## src/rtl/press_pkg.sv

```systemverilog
package press_pkg;

  typedef enum logic [2:0] {
    ST_IDLE    = 3'd1,
    ST_ARMED   = 3'd2,
    ST_STROKE  = 3'd3,
    ST_RETRACT = 3'd4,
    ST_HALTED  = 3'd5,
    ST_WAIT    = 3'd6
  } press_state_e;

  typedef struct packed {
    logic lamp;
    logic clamp;
    logic up;
    logic down;
  } press_drive_t;

  localparam int unsigned NUM_BTN  = 3;
  localparam int unsigned BTN_AUTO  = 0;
  localparam int unsigned BTN_STOP  = 1;
  localparam int unsigned BTN_RESET = 2;

  localparam int unsigned NUM_SNS  = 3;
  localparam int unsigned SNS_PART   = 0;
  localparam int unsigned SNS_BOTTOM = 1;
  localparam int unsigned SNS_TOP    = 2;

endpackage

```

## src/rtl/press_input_cond.sv

```systemverilog
module press_input_cond #(
  parameter int unsigned N          = 3,
  parameter int unsigned SYNC_DEPTH = 2,
  parameter int unsigned DEB_CYCLES = 4,
  parameter bit          EDGE_OUT   = 1'b0
) (
  input  logic         clk,
  input  logic         rst,
  input  logic [N-1:0] raw,
  output logic [N-1:0] q
);
  localparam int unsigned CW = (DEB_CYCLES < 2) ? 1 : $clog2(DEB_CYCLES + 1);
  localparam logic [CW-1:0] CNT_LAST = CW'(DEB_CYCLES - 1);

  for (genvar i = 0; i < N; i++) begin : g_bit
    logic [SYNC_DEPTH-1:0] sync_q;
    logic [CW-1:0]         cnt_q;
    logic                  filt_q;
    logic                  filt_d1_q;

    always_ff @(posedge clk) begin
      if (rst) sync_q <= '0;
      else     sync_q <= {sync_q[SYNC_DEPTH-2:0], raw[i]};
    end

    // filtered level only follows the synchronised input after it has
    // disagreed with it for DEB_CYCLES consecutive cycles
    always_ff @(posedge clk) begin
      if (rst) begin
        cnt_q     <= '0;
        filt_q    <= 1'b0;
        filt_d1_q <= 1'b0;
      end else begin
        filt_d1_q <= filt_q;
        if (sync_q[SYNC_DEPTH-1] == filt_q) begin
          cnt_q <= '0;
        end else if (cnt_q == CNT_LAST) begin
          cnt_q  <= '0;
          filt_q <= sync_q[SYNC_DEPTH-1];
        end else begin
          cnt_q <= cnt_q + 1'b1;
        end
      end
    end

    if (EDGE_OUT) begin : g_edge
      assign q[i] = filt_q & ~filt_d1_q;
    end else begin : g_level
      logic unused_d1;
      assign unused_d1 = filt_d1_q;
      assign q[i] = filt_q;
    end
  end

endmodule

```

## src/rtl/press_seq_fsm.sv

```systemverilog
module press_seq_fsm
  import press_pkg::*;
(
  input  logic         clk,
  input  logic         rst,
  input  logic         ev_auto,
  input  logic         ev_stop,
  input  logic         ev_reset,
  input  logic         part,
  input  logic         at_bottom,
  input  logic         at_top,
  output press_state_e state
);
  press_state_e state_q, state_d;

  always_comb begin
    state_d = state_q;
    unique case (state_q)
      ST_IDLE:    if (ev_auto)  state_d = ST_ARMED;
      ST_ARMED:   if (part)     state_d = ST_STROKE;
      ST_STROKE: begin
        if (ev_stop)        state_d = ST_HALTED;
        else if (at_bottom) state_d = ST_RETRACT;
      end
      ST_RETRACT: if (at_top)   state_d = ST_WAIT;
      ST_WAIT:    if (!part)    state_d = ST_ARMED;
      ST_HALTED:  if (ev_reset) state_d = ST_IDLE;
      default:                  state_d = ST_IDLE;
    endcase
  end

  always_ff @(posedge clk) begin
    if (rst) state_q <= ST_IDLE;
    else     state_q <= state_d;
  end

  assign state = state_q;

endmodule

```

## src/rtl/press_out_map.sv

```systemverilog
module press_out_map
  import press_pkg::*;
(
  input  press_state_e state,
  output press_drive_t drive
);
  always_comb begin
    drive = '0;
    unique case (state)
      ST_ARMED:   drive = '{lamp: 1'b1, clamp: 1'b0, up: 1'b0, down: 1'b0};
      ST_STROKE:  drive = '{lamp: 1'b1, clamp: 1'b1, up: 1'b0, down: 1'b1};
      ST_RETRACT: drive = '{lamp: 1'b1, clamp: 1'b1, up: 1'b1, down: 1'b0};
      ST_WAIT:    drive = '{lamp: 1'b1, clamp: 1'b0, up: 1'b0, down: 1'b0};
      default:    drive = '0;
    endcase
  end
endmodule

```

## src/rtl/press_ctrl.sv

```systemverilog
module press_ctrl
  import press_pkg::*;
#(
  parameter int unsigned SYNC_DEPTH = 2,
  parameter int unsigned DEB_CYCLES = 4
) (
  input  logic clk,
  input  logic rst,
  input  logic btn_auto,
  input  logic btn_stop,
  input  logic btn_reset,
  input  logic part_sense,
  input  logic limit_bottom,
  input  logic limit_top,
  output logic lamp_auto,
  output logic clamp_part,
  output logic sol_up,
  output logic sol_down
);
  logic [NUM_BTN-1:0] btn_raw, btn_ev;
  logic [NUM_SNS-1:0] sns_raw, sns_lvl;
  press_state_e       state;
  press_drive_t       drive;

  assign btn_raw[BTN_AUTO]  = btn_auto;
  assign btn_raw[BTN_STOP]  = btn_stop;
  assign btn_raw[BTN_RESET] = btn_reset;
  assign sns_raw[SNS_PART]   = part_sense;
  assign sns_raw[SNS_BOTTOM] = limit_bottom;
  assign sns_raw[SNS_TOP]    = limit_top;

  press_input_cond #(
    .N(NUM_BTN), .SYNC_DEPTH(SYNC_DEPTH), .DEB_CYCLES(DEB_CYCLES), .EDGE_OUT(1'b1)
  ) u_btn (
    .clk(clk), .rst(rst), .raw(btn_raw), .q(btn_ev)
  );

  press_input_cond #(
    .N(NUM_SNS), .SYNC_DEPTH(SYNC_DEPTH), .DEB_CYCLES(DEB_CYCLES), .EDGE_OUT(1'b0)
  ) u_sns (
    .clk(clk), .rst(rst), .raw(sns_raw), .q(sns_lvl)
  );

  press_seq_fsm u_fsm (
    .clk      (clk),
    .rst      (rst),
    .ev_auto  (btn_ev[BTN_AUTO]),
    .ev_stop  (btn_ev[BTN_STOP]),
    .ev_reset (btn_ev[BTN_RESET]),
    .part     (sns_lvl[SNS_PART]),
    .at_bottom(sns_lvl[SNS_BOTTOM]),
    .at_top   (sns_lvl[SNS_TOP]),
    .state    (state)
  );

  press_out_map u_map (
    .state(state),
    .drive(drive)
  );

  assign lamp_auto  = drive.lamp;
  assign clamp_part = drive.clamp;
  assign sol_up     = drive.up;
  assign sol_down   = drive.down;

endmodule

```

## config.mk

```make
export PLATFORM = sky130hd
export DESIGN_NAME = press_ctrl
export DESIGN_NICKNAME = d
export VERILOG_FILES = /design/src/rtl/press_pkg.sv /design/src/rtl/press_input_cond.sv /design/src/rtl/press_seq_fsm.sv /design/src/rtl/press_out_map.sv /design/src/rtl/press_ctrl.sv
export SDC_FILE = /design/constraint.sdc
export NUM_CORES = 1
export LEC_CHECK = 0
export BUFFER_PORTS_ARGS = -buffer_cell sky130_fd_sc_hd__buf_4
export CAP_MARGIN = 5
export CORE_MARGIN = 3
export CORE_UTILIZATION = 57
export DETAILED_ROUTE_END_ITERATION = 8
export GPL_ROUTABILITY_DRIVEN = 0
export GPL_TIMING_DRIVEN = 0
export PLACE_DENSITY = 0.76
export SLEW_MARGIN = 15
export SYNTH_ARGS = -nofsm -noshare
export SYNTH_HDL_FRONTEND = slang
export SYNTH_SLANG_ARGS = --single-unit
```

## constraint.sdc

```tcl
create_clock -name clk -period 1.6 [get_ports clk]
set_clock_uncertainty 0.1 [all_clocks]
set_input_delay 0.32 -clock clk [delete_from_list [all_inputs] [get_ports clk]]
set_output_delay 0.32 -clock clk [all_outputs]
set_load 0.03 [all_outputs]
```

After elaboration in Yosys (flattened, before gate mapping)
Cells that the tools add are included.

cells by class
  add/subtract/negate cells = 6
  equal/unequal tests = 24
  mux-type cells = 9
  bitwise logic cells = 12
  reductions and logical operators = 14

operators by type and width
  kind                 number
  $eq 3x2->1 const B   8
  $mux 3               7
  $add 3x1->3 const B  6
  $pmux 3 s6           1
  $reduce_or 3->1      6
  $pmux 4 s3           1
  $reduce_and 2->1     6
  $eq 3x3->1 const B   3
  $not 1->1            9
  $eq 1x1->1           6
  $ne 2x2->1 const B   3
  $reduce_and 6->1     1
  $ne 2x1->1 const B   2
  $and 1x1->1          3
  $eq 3x1->1 const B   1
  $ne 3x2->1 const B   1
  $reduce_or 2->1      1

storage, ports and cells
  register bits after elaboration = 42
  input bits = 8
  output and inout port bits = 4
  logic and storage cells = 87

Logic depth before layout (Yosys ltp)
Gate-level depths: netlist (run 1).

  depth in word-level cells = 4
  gate-level depth with buffers = 5
  gate-level depth less buffers = 4

By module
A second synthesis (run 1) with hierarchy kept.

unflattened totals
  cells, all modules = 142
  area total of the unflattened synthesis = 1649.1 sq um

by module, submodules not included
  module                    times used  cells an instance  area each (sq um)  sequential area each (sq um)
  press_input_cond (u_btn)  1           62                 742.0              420.4
  press_input_cond (u_sns)  1           56                 700.7              360.3
  press_seq_fsm             1           18                 171.4              60.1
  press_out_map             1           6                  35.0               0.0

Worst setup path before layout (run 1)
OpenSTA, ideal clock, no wires.

  path kind = flip-flop to output port
  start point = reg u_fsm.state_q[1] (netlist: u_fsm.state[1])
  end point = out clamp_part
  arrival = 1.559 ns
  required time = 1.180 ns
  setup slack = -0.379 ns
  cell stages (with the launch flop) = 4
  path buffers = 1
  cell sequence = dfxtp_1 -> clkbuf_2 -> nor3b_1 -> or2_2

on the way
  word-level cells in the longest chain between the ends = 3
  elaborated cells between the ends (all ways) = 6
  classes of those cells = 4 x eq/ne; 1 x mux; 1 x reduce/logical

RTL lines
  what                                             RTL line             source
  from (decl)                                      press_seq_fsm.sv:14  press_state_e state_q, state_d;
  from (signal assigned)                           press_seq_fsm.sv:34  else state_q <= state_d;
  $eq 3x2->1 / $eq 3x3->1 (equally long branches)  press_out_map.sv:9   unique case (state)
  $reduce_or 2->1 (no line)                        n/a
  $pmux 4 s3 (*)                                   press_out_map.sv:9
  to (decl)                                        press_ctrl.sv:16     output logic clamp_part,

Mark *: on every way between the ends. The rest lies on a longest branch, timed or not.

Final worst setup path (run 1)
  start point = reg u_fsm.state_q[2] (netlist: u_fsm.state[2])
  end point = out clamp_part

Same word-level chain as after synthesis.

==> results of run 1 <==
## kinds of logic (layout without fill, tap and decap cells)
family	count (synthesis)	in the layout	share of synthesized area
simple gates	57	57	0.196
flops	42	42	0.536
buf+inv	20	40	0.0526
fa+ha+maj	12	12	0.0957
compound gates	9	9	0.0415
mux	7	7	0.0447
xor+xnor	6	6	0.0335
## worst paths after layout
path | slack [ns] | end | depth (start not counted)
worst min-delay path | 0.08 | u_btn.g_bit[0].sync_q[0] | 2
worst max-delay path | -0.08 | clamp_part | 4
worst max register to register | 0.15 | u_btn.g_bit[0].cnt_q[2] | 4
worst min register to register | 0.33 | u_btn.g_bit[2].cnt_q[0] | 1
## state kept, by name, summed over array words and instances, names as in the netlist
signal,cells
u_btn.g_bit.filt_q,3
u_fsm.state,3
u_sns.g_bit.sync_q,6
u_btn.g_bit.sync_q,6
u_sns.g_bit.cnt_q,9
u_btn.g_bit.cnt_q,9
u_sns.g_bit.filt_q,3
u_btn.g_bit.filt_d1_q,3
## layout by cell type, fill, tap and decap left out, drive strengths merged
cell type  count
o32ai          1
inv           15
nand2          2
buf           16
clkbuf         9
nor4b          1
a21oi          2
nor2          25
o32a           1
xnor2          6
or2            1
or3            6
nor3b          2
o21a           1
o22ai          1
dfxtp         42
o21ai          2
a2bb2oi        1
mux2i          7
nand3b         1
ha            12
nand2b         2
nor2b         17
## metrics by stage
stage / cell area, um^2 / hold WS [ns] / setup slack [ns]
5_1_grt: 1820 / 0.0707 / -0.150
2_1_floorplan: 1580 / 0.299 / 0.0782
3_5_place_dp: 1700 / 0.317 / 0.0888
6_report: 1820 / 0.0804 / -0.0841
3_3_place_gp: 1700 / 0.306 / 0.103
4_1_cts: 1820 / 0.0678 / -0.146
## what timing repair did
item	4_1_cts	5_1_grt
setup buffers	3	0
resized for setup	9	5
setup endpoints to repair	4	4
pin swaps	1	1
## power by group through the flow
stage / clock network (mW) / registers (mW) / logic (mW)
after detailed placement: 0 / 1.10 / 0.0559
after CTS: 0.629 / 1.07 / 0.0559
after floorplan: 0 / 1.09 / 0.0332
after global routing: 0.690 / 1.07 / 0.0613
after global placement: 0 / 1.09 / 0.0523
final: 0.612 / 1.07 / 0.0552
## synth_stat cells (2+ instances only)
library cell and instances:
inv_1 15, or3_1 6, ha_1 12, xnor2_1 6
nor2_1 25, buf_2 2, nor3b_1 2, a21oi_1 2
mux2i_1 7, nand2b_1 2, dfxtp_1 42, nand2_1 2
nor2b_1 17
## critical path, cell delays in order (launching register included)
cell	delay, ns
dfxtp_4	0.38
nand3b_4	0.15
inv_4	0.04
or2_4	0.22
buf_6	0.14
## area by class of cell
class | count | area [um^2] | share of cell area
buffer | 3 | 13.8 | 0.00756
clock buffer | 8 | 78.8 | 0.0433
inverter | 15 | 58.8 | 0.0323
multi-input combinational | 91 | 659 | 0.362
sequential | 42 | 852 | 0.468
tap | 30 | 37.5 | 0.0206
timing repair buffer | 14 | 120 | 0.0660
## layer usage
metal	global-route usage	vias up	wire length [um]
met3	0.0461	10	90
met4	0.109	0	73
met1	0.174	466	1020
met2	0.303	19	1250
met5	0	-	0
li1	-	533	-
==> results.md, run 1 <==
* Outcome: finished, violations left
* Failing checks: setup timing
* Routed WL at between 2 and 2.5 mm
* Hold Buf Count CTS at 0
* Cell Count, Final, Fillers Out at approximately 200
* Area leader, netlist: dfxtp_1
* DRC viols at 0
* Pwr Density at between 900 and 1000 mW/mm^2
* Combinational power share at 0.032
* Sequential power share at 0.615
* Total global-route track usage at 0.170
* Setup-failing EPs final at 2
* Sequential fraction of the synthesis area at 0.536
* Clock Pin Slew Worst Setup and Hold Paths at roughly 0.11 ns
* DRT iter0 DRCs at 4
* Largest net degree at the start of global routing at 13
* Switch Pwr at 0.346 mW
* Die extent in y at between 50 and 60 um
* Post-synth EDFFs at 0
* Chip Width at slightly below 60 um
* Mapped Nets at about 170
* Vias per Instance at between 5 and 6
* Initial antenna violation count at 0
* Pint at about 1.4 mW
* Post-route clock period utilization at 1.05
* Crit Reg-Reg Startpoint: u_btn.g_bit[0].cnt_q[0]
* Fill cell count at 202
* Final Critical Period at around 1.7 ns
* Remaining global-route overflow at 0
* FFs w/ async S/R, synth at 0
* Worst hold path type: in -> reg
* Clock Power Share at 0.353
* Dpl hpwl at ~1.7 mm
* Antenna diodes at 0
* Routed Antenna Nets at 0
* Root buffer cell: clkbuf_4
* Worst Path Class, Setup: reg -> out
* Row cnt at 18
* Core ar. at around 0.0025 mm^2
* CTS Buf Count at 5
* Syn-to-layout area delta at 16.0%
* Fmax at slightly below 600 MHz
* Final Worst Setup Slack at -0.0841 ns
* Post-placement cell count at 194
* Tot Pwr at between 1.5 and 2 mW
* Max VDD drop at ~0.0012 V
* Critical path origin: u_fsm.state[2]
* Num ports at 12
* Initial Utilization at 0.617
* Synth top area share at 0.536
* Worst Min Path Start: btn_auto
* Area contributors post-synth: dfxtp_1 (54%), ha_1 (9.6%), nor2b_1 (6.8%)
* Maxcap violations at 0
* Die area at approximately 0.0034 mm^2
* Yosys reg bits at between 40 and 50
* CTS tree: yes
* Unrepaired setup endpoints after global routing: true
* Mapped Avg Cell Area at slightly above 10 um^2
* Clock Sinks at 42
* Rel. slew slack at 0.722
* Worst skew pair latency at 0.34 ns
* Most used DFF post-synth: dfxtp_1
* Worst slew pin tran at between 0.4 and 0.5 ns
* Share of layout cells above drive strength 1 at 0.185
* Critical Path RT at 1.18 ns
* Routed via count at around 1000
* Crit. End Element: primary output
* Distinct cells, synth at 26
* Synth Warn # at 0
* Crit-path max FO at 4
* First-pass GRT wire length at 4.28 mm
* Port Buffers at 11
* CP arrival at 1.26 ns
* Fin. max-slew vios at 0
* DRT Pass-1 Iters at 4
* Final net count at 192
* Mapped Area at 0.00157 mm^2
* Synth Instances at ~150
* Sw frac at 0.199
* H-tree levels at 2
* Clk buf depth at 2
* Pleak at about 0.72 nW
* Startpoint Class: flip-flop
* Final hold vios at 0
* Number of global-route vias before repair at approximately 1000
* Setup TNS at -0.0904 ns
* Layout Utilization at 0.715
* DR WL/cell at roughly 12 um
Note: power is estimated with default switching activity, not from simulation.
==> inputs of run 2 (changes only) <==
--- a/config.mk
+++ b/config.mk
@@ -8,11 +8,10 @@
 export BUFFER_PORTS_ARGS = -buffer_cell sky130_fd_sc_hd__buf_4
 export CAP_MARGIN = 5
 export CORE_MARGIN = 3
-export CORE_UTILIZATION = 57
+export CORE_UTILIZATION = 45
 export DETAILED_ROUTE_END_ITERATION = 8
 export GPL_ROUTABILITY_DRIVEN = 0
 export GPL_TIMING_DRIVEN = 0
-export PLACE_DENSITY = 0.76
 export SLEW_MARGIN = 15
 export SYNTH_ARGS = -nofsm -noshare
 export SYNTH_HDL_FRONTEND = slang
==> run 2 against run 1 <==
Compared with the run above:
- the flow still finishes with violations (setup timing)
- first-iteration DRC count rose to 5.3 times the previous value
- hold slack improved by 0.0066 ns
- via count fell by 0.68%
- final area fell by 0.62%
- routed wire length fell by 4.0%
- global-route usage fell by 3.9 points
==> results.md, run 2 (synthesis results as in run 1) <==
* Outcome: finished, violations left
* Failing checks: setup timing
* Routed WL at 2.33 mm (-4.0%)
* Number of global-route vias before repair at 1020 (-0.39%)
* Startpoint Class: flip-flop
* Worst Reg-to-Reg Cells at 4 (unchanged)
* Largest net degree at the start of global routing at 12 (-1)
* Die area at 0.00423 mm^2 (+24%)
* Pwr Density at 874 mW/mm^2 (-8.2%)
* Commonest cells after routing, fill and taps aside: dfxtp_1 (39), nor2_1 (25), nor2b_1 (17)
* DR WL/cell at 10.7 um (-11%)
* Combinational power share at 0.034 (+0.002)
* Syn-to-layout area delta at 15.3%
* Critical Path RT at 1.18 ns (about the same)
* Final net count at 194 (+1.0%)
* Worst path max stage delay at 0.37 ns (about the same)
* Switch Pwr at 0.328 mW (-5.2%)
* Sequential Area at 852 um^2 (unchanged)
* CTS tree: yes
* Hold Crit Endpoint: u_sns.g_bit[2].sync_q[0]
* Routed via count at 1021 (-0.68%)
* Worst Min Path Start: limit_top
* Pint at 1.25 mW (-9.7%)
* Chip Width at 65.1 um (+11%)
* Crit-path max FO at 4 (unchanged)
* Num ports at 12 (unchanged)
* Root buffer cell: clkbuf_4
* Worst hold path type: in -> reg
* DRT Pass-1 Iters at 4 (unchanged)
* Clock Power Share at 0.291 (-0.062)
* Sequential power share at 0.674 (+0.059)
* Slowest CP cell: dfxtp_4
* Remaining global-route overflow at 0 (unchanged)
* Multi-input logic area at 659 um^2 (unchanged)
* Fin. max-slew vios at 0 (unchanged)
* Pleak at 0.713 nW (-1.6%)
* Setup-failing EPs final at 1 (-1)
* Tot Pwr at 1.58 mW (-8.8%)
* Vias per Instance at 4.68 (-7.5%)
* Clock Sinks at 42 (unchanged)
* Final Critical Period at 1.65 ns (-0.0327 ns)
* CP top delay family: flip-flops
* Pre-CTS setup slack at 0.0772 ns (-0.0116 ns)
* Fill cell count at 298 (+48%)
* FF-to-FF setup slack at 0.16 ns (about the same)
* Total global-route track usage at 0.132 (-0.0386)
* Row cnt at 20 (+2)
* Die extent in y at 65.1 um (+11%)
* H-tree levels at 2 (unchanged)
* CTS Buf Count at 5 (unchanged)
* Clk buf depth at 2 (unchanged)
* Sw frac at 0.207 (+0.00779)
* Crit. End Element: primary output
* Worst Hold Path Cells at 2 (unchanged)
* First-pass GRT wire length at 4.11 mm (-4.2%)
* Initial Utilization at 0.494 (-0.123)
* Most common cell after layout, fill and taps aside: dfxtp_1
* Unrepaired setup endpoints after global routing: true
* Final hold vios at 0 (unchanged)
* DRT iter0 DRCs at 21 (+17)
* Final Worst Setup Slack at -0.0514 ns (+0.0327 ns)
* DRC viols at 0 (unchanged)
* Port Buffers at 11 (unchanged)
* Critical-path cell list: nand3b_4 -> inv_2 -> or2_4 -> buf_6
* Worst R2R End: u_sns.g_bit[2].cnt_q[1]
* Largest registers: u_btn.g_bit.cnt_q x9, u_sns.g_bit.cnt_q x9
* Core ar. at 0.00318 mm^2 (+25%)
* Fmax at 606 MHz (+2.0%)
* Crit Reg-Reg Startpoint: u_sns.g_bit[2].cnt_q[0]
* Post-route clock period utilization at 1.03 (-0.0205)
* Antenna diodes at 0 (unchanged)
* Share of layout cells above drive strength 1 at 0.178 (-0.00681)
* Max VDD drop at 0.000679 V (-42%)
* Routed Antenna Nets at 0 (unchanged)
* Clock Pin Slew Worst Setup and Hold Paths at 0.10 ns (about the same)
* Maxcap violations at 0 (unchanged)
* Rel. slew slack at 0.728 (+0.00618)
* Worst Path Class, Setup: reg -> out
* Dpl hpwl at 1.60 mm (-7.0%)
* Worst slew pin tran at 0.408 ns (-0.00928 ns)
* CP arrival at 1.23 ns (-0.03 ns)
* Buf+Inv Stages, Crit Path at 2 (unchanged)
* Initial antenna violation count at 0 (unchanged)
* Worst skew pair latency at 0.33 ns (about the same)
run 2: changes by cell type in the layout (fill, tap and decap cells not counted):
cell      delta
clkbuf_8     -3
clkbuf_1     +2
buf_6        -2
buf_4        +4
inv_2        +1
inv_4        -1
run 2: cell type report:
type                    count  area share
flip-flops and latches     42       0.471
multi-input cells          91       0.364
repair buffers             16      0.0705
inverters                  15      0.0311
well taps                  44      0.0304
clock buffers               7      0.0249
plain buffers               3     0.00761
run 2: how the worst max path moves through the flow:
stage,from,endpoint,slack [ns],depth (start not counted)
floorplan,u_fsm.state[2],clamp_part,0.08,4
global placement,u_fsm.state[1],clamp_part,0.1,5
detailed placement,u_fsm.state[1],clamp_part,0.08,5
CTS,u_fsm.state[2],clamp_part,-0.14,5
global route,u_fsm.state[2],clamp_part,-0.14,4
finish,u_fsm.state[2],clamp_part,-0.05,4
run 2: power groups by stage:
stage	clock [mW]	sequential, mW	combinational, mW
floorplan	0	1.09	0.0332
global placement	0	1.09	0.0531
detailed placement	0	1.10	0.0554
CTS	0.492	1.07	0.0556
global route	0.545	1.07	0.0612
finish	0.461	1.07	0.0544
run 2: worst reg2reg max path, delay by kind of cell, from the launching register on:
family	cells	cell delay, ns
AND/OR/NAND/NOR	2	0.52
adder cells (fa/ha/maj)	2	0.43
flip-flops	1	0.34
run 2: per-layer routing:
| metal | track usage | up-vias | wire, um |
|---|---|---|---|
| met5 | 0 | - | 0 |
| li1 | - | 527 | - |
| met4 | 0.0725 | 0 | 48 |
| met1 | 0.129 | 469 | 1030 |
| met3 | 0.0589 | 5 | 117 |
| met2 | 0.230 | 20 | 1140 |
run 2: timing repair:
action	CTS	global route
pin swaps	0	1
resized for setup	8	3
buffers inserted	4	1
endpoints found under the setup margin	4	4
hold buffers	0	0
run 2: through the flow:
step	hold slack [ns]	TNS (ns)	utilization	instances	instance area (um^2)
2_1_floorplan	0.299	0	-	153	1580
4_1_cts	0.0660	-0.262	0.568	218	1810
6_report	0.0871	-0.0514	0.569	218	1810
3_3_place_gp	0.306	0	0.541	208	1720
3_5_place_dp	0.321	0	0.541	208	1720
5_1_grt	0.0578	-0.311	0.569	218	1810
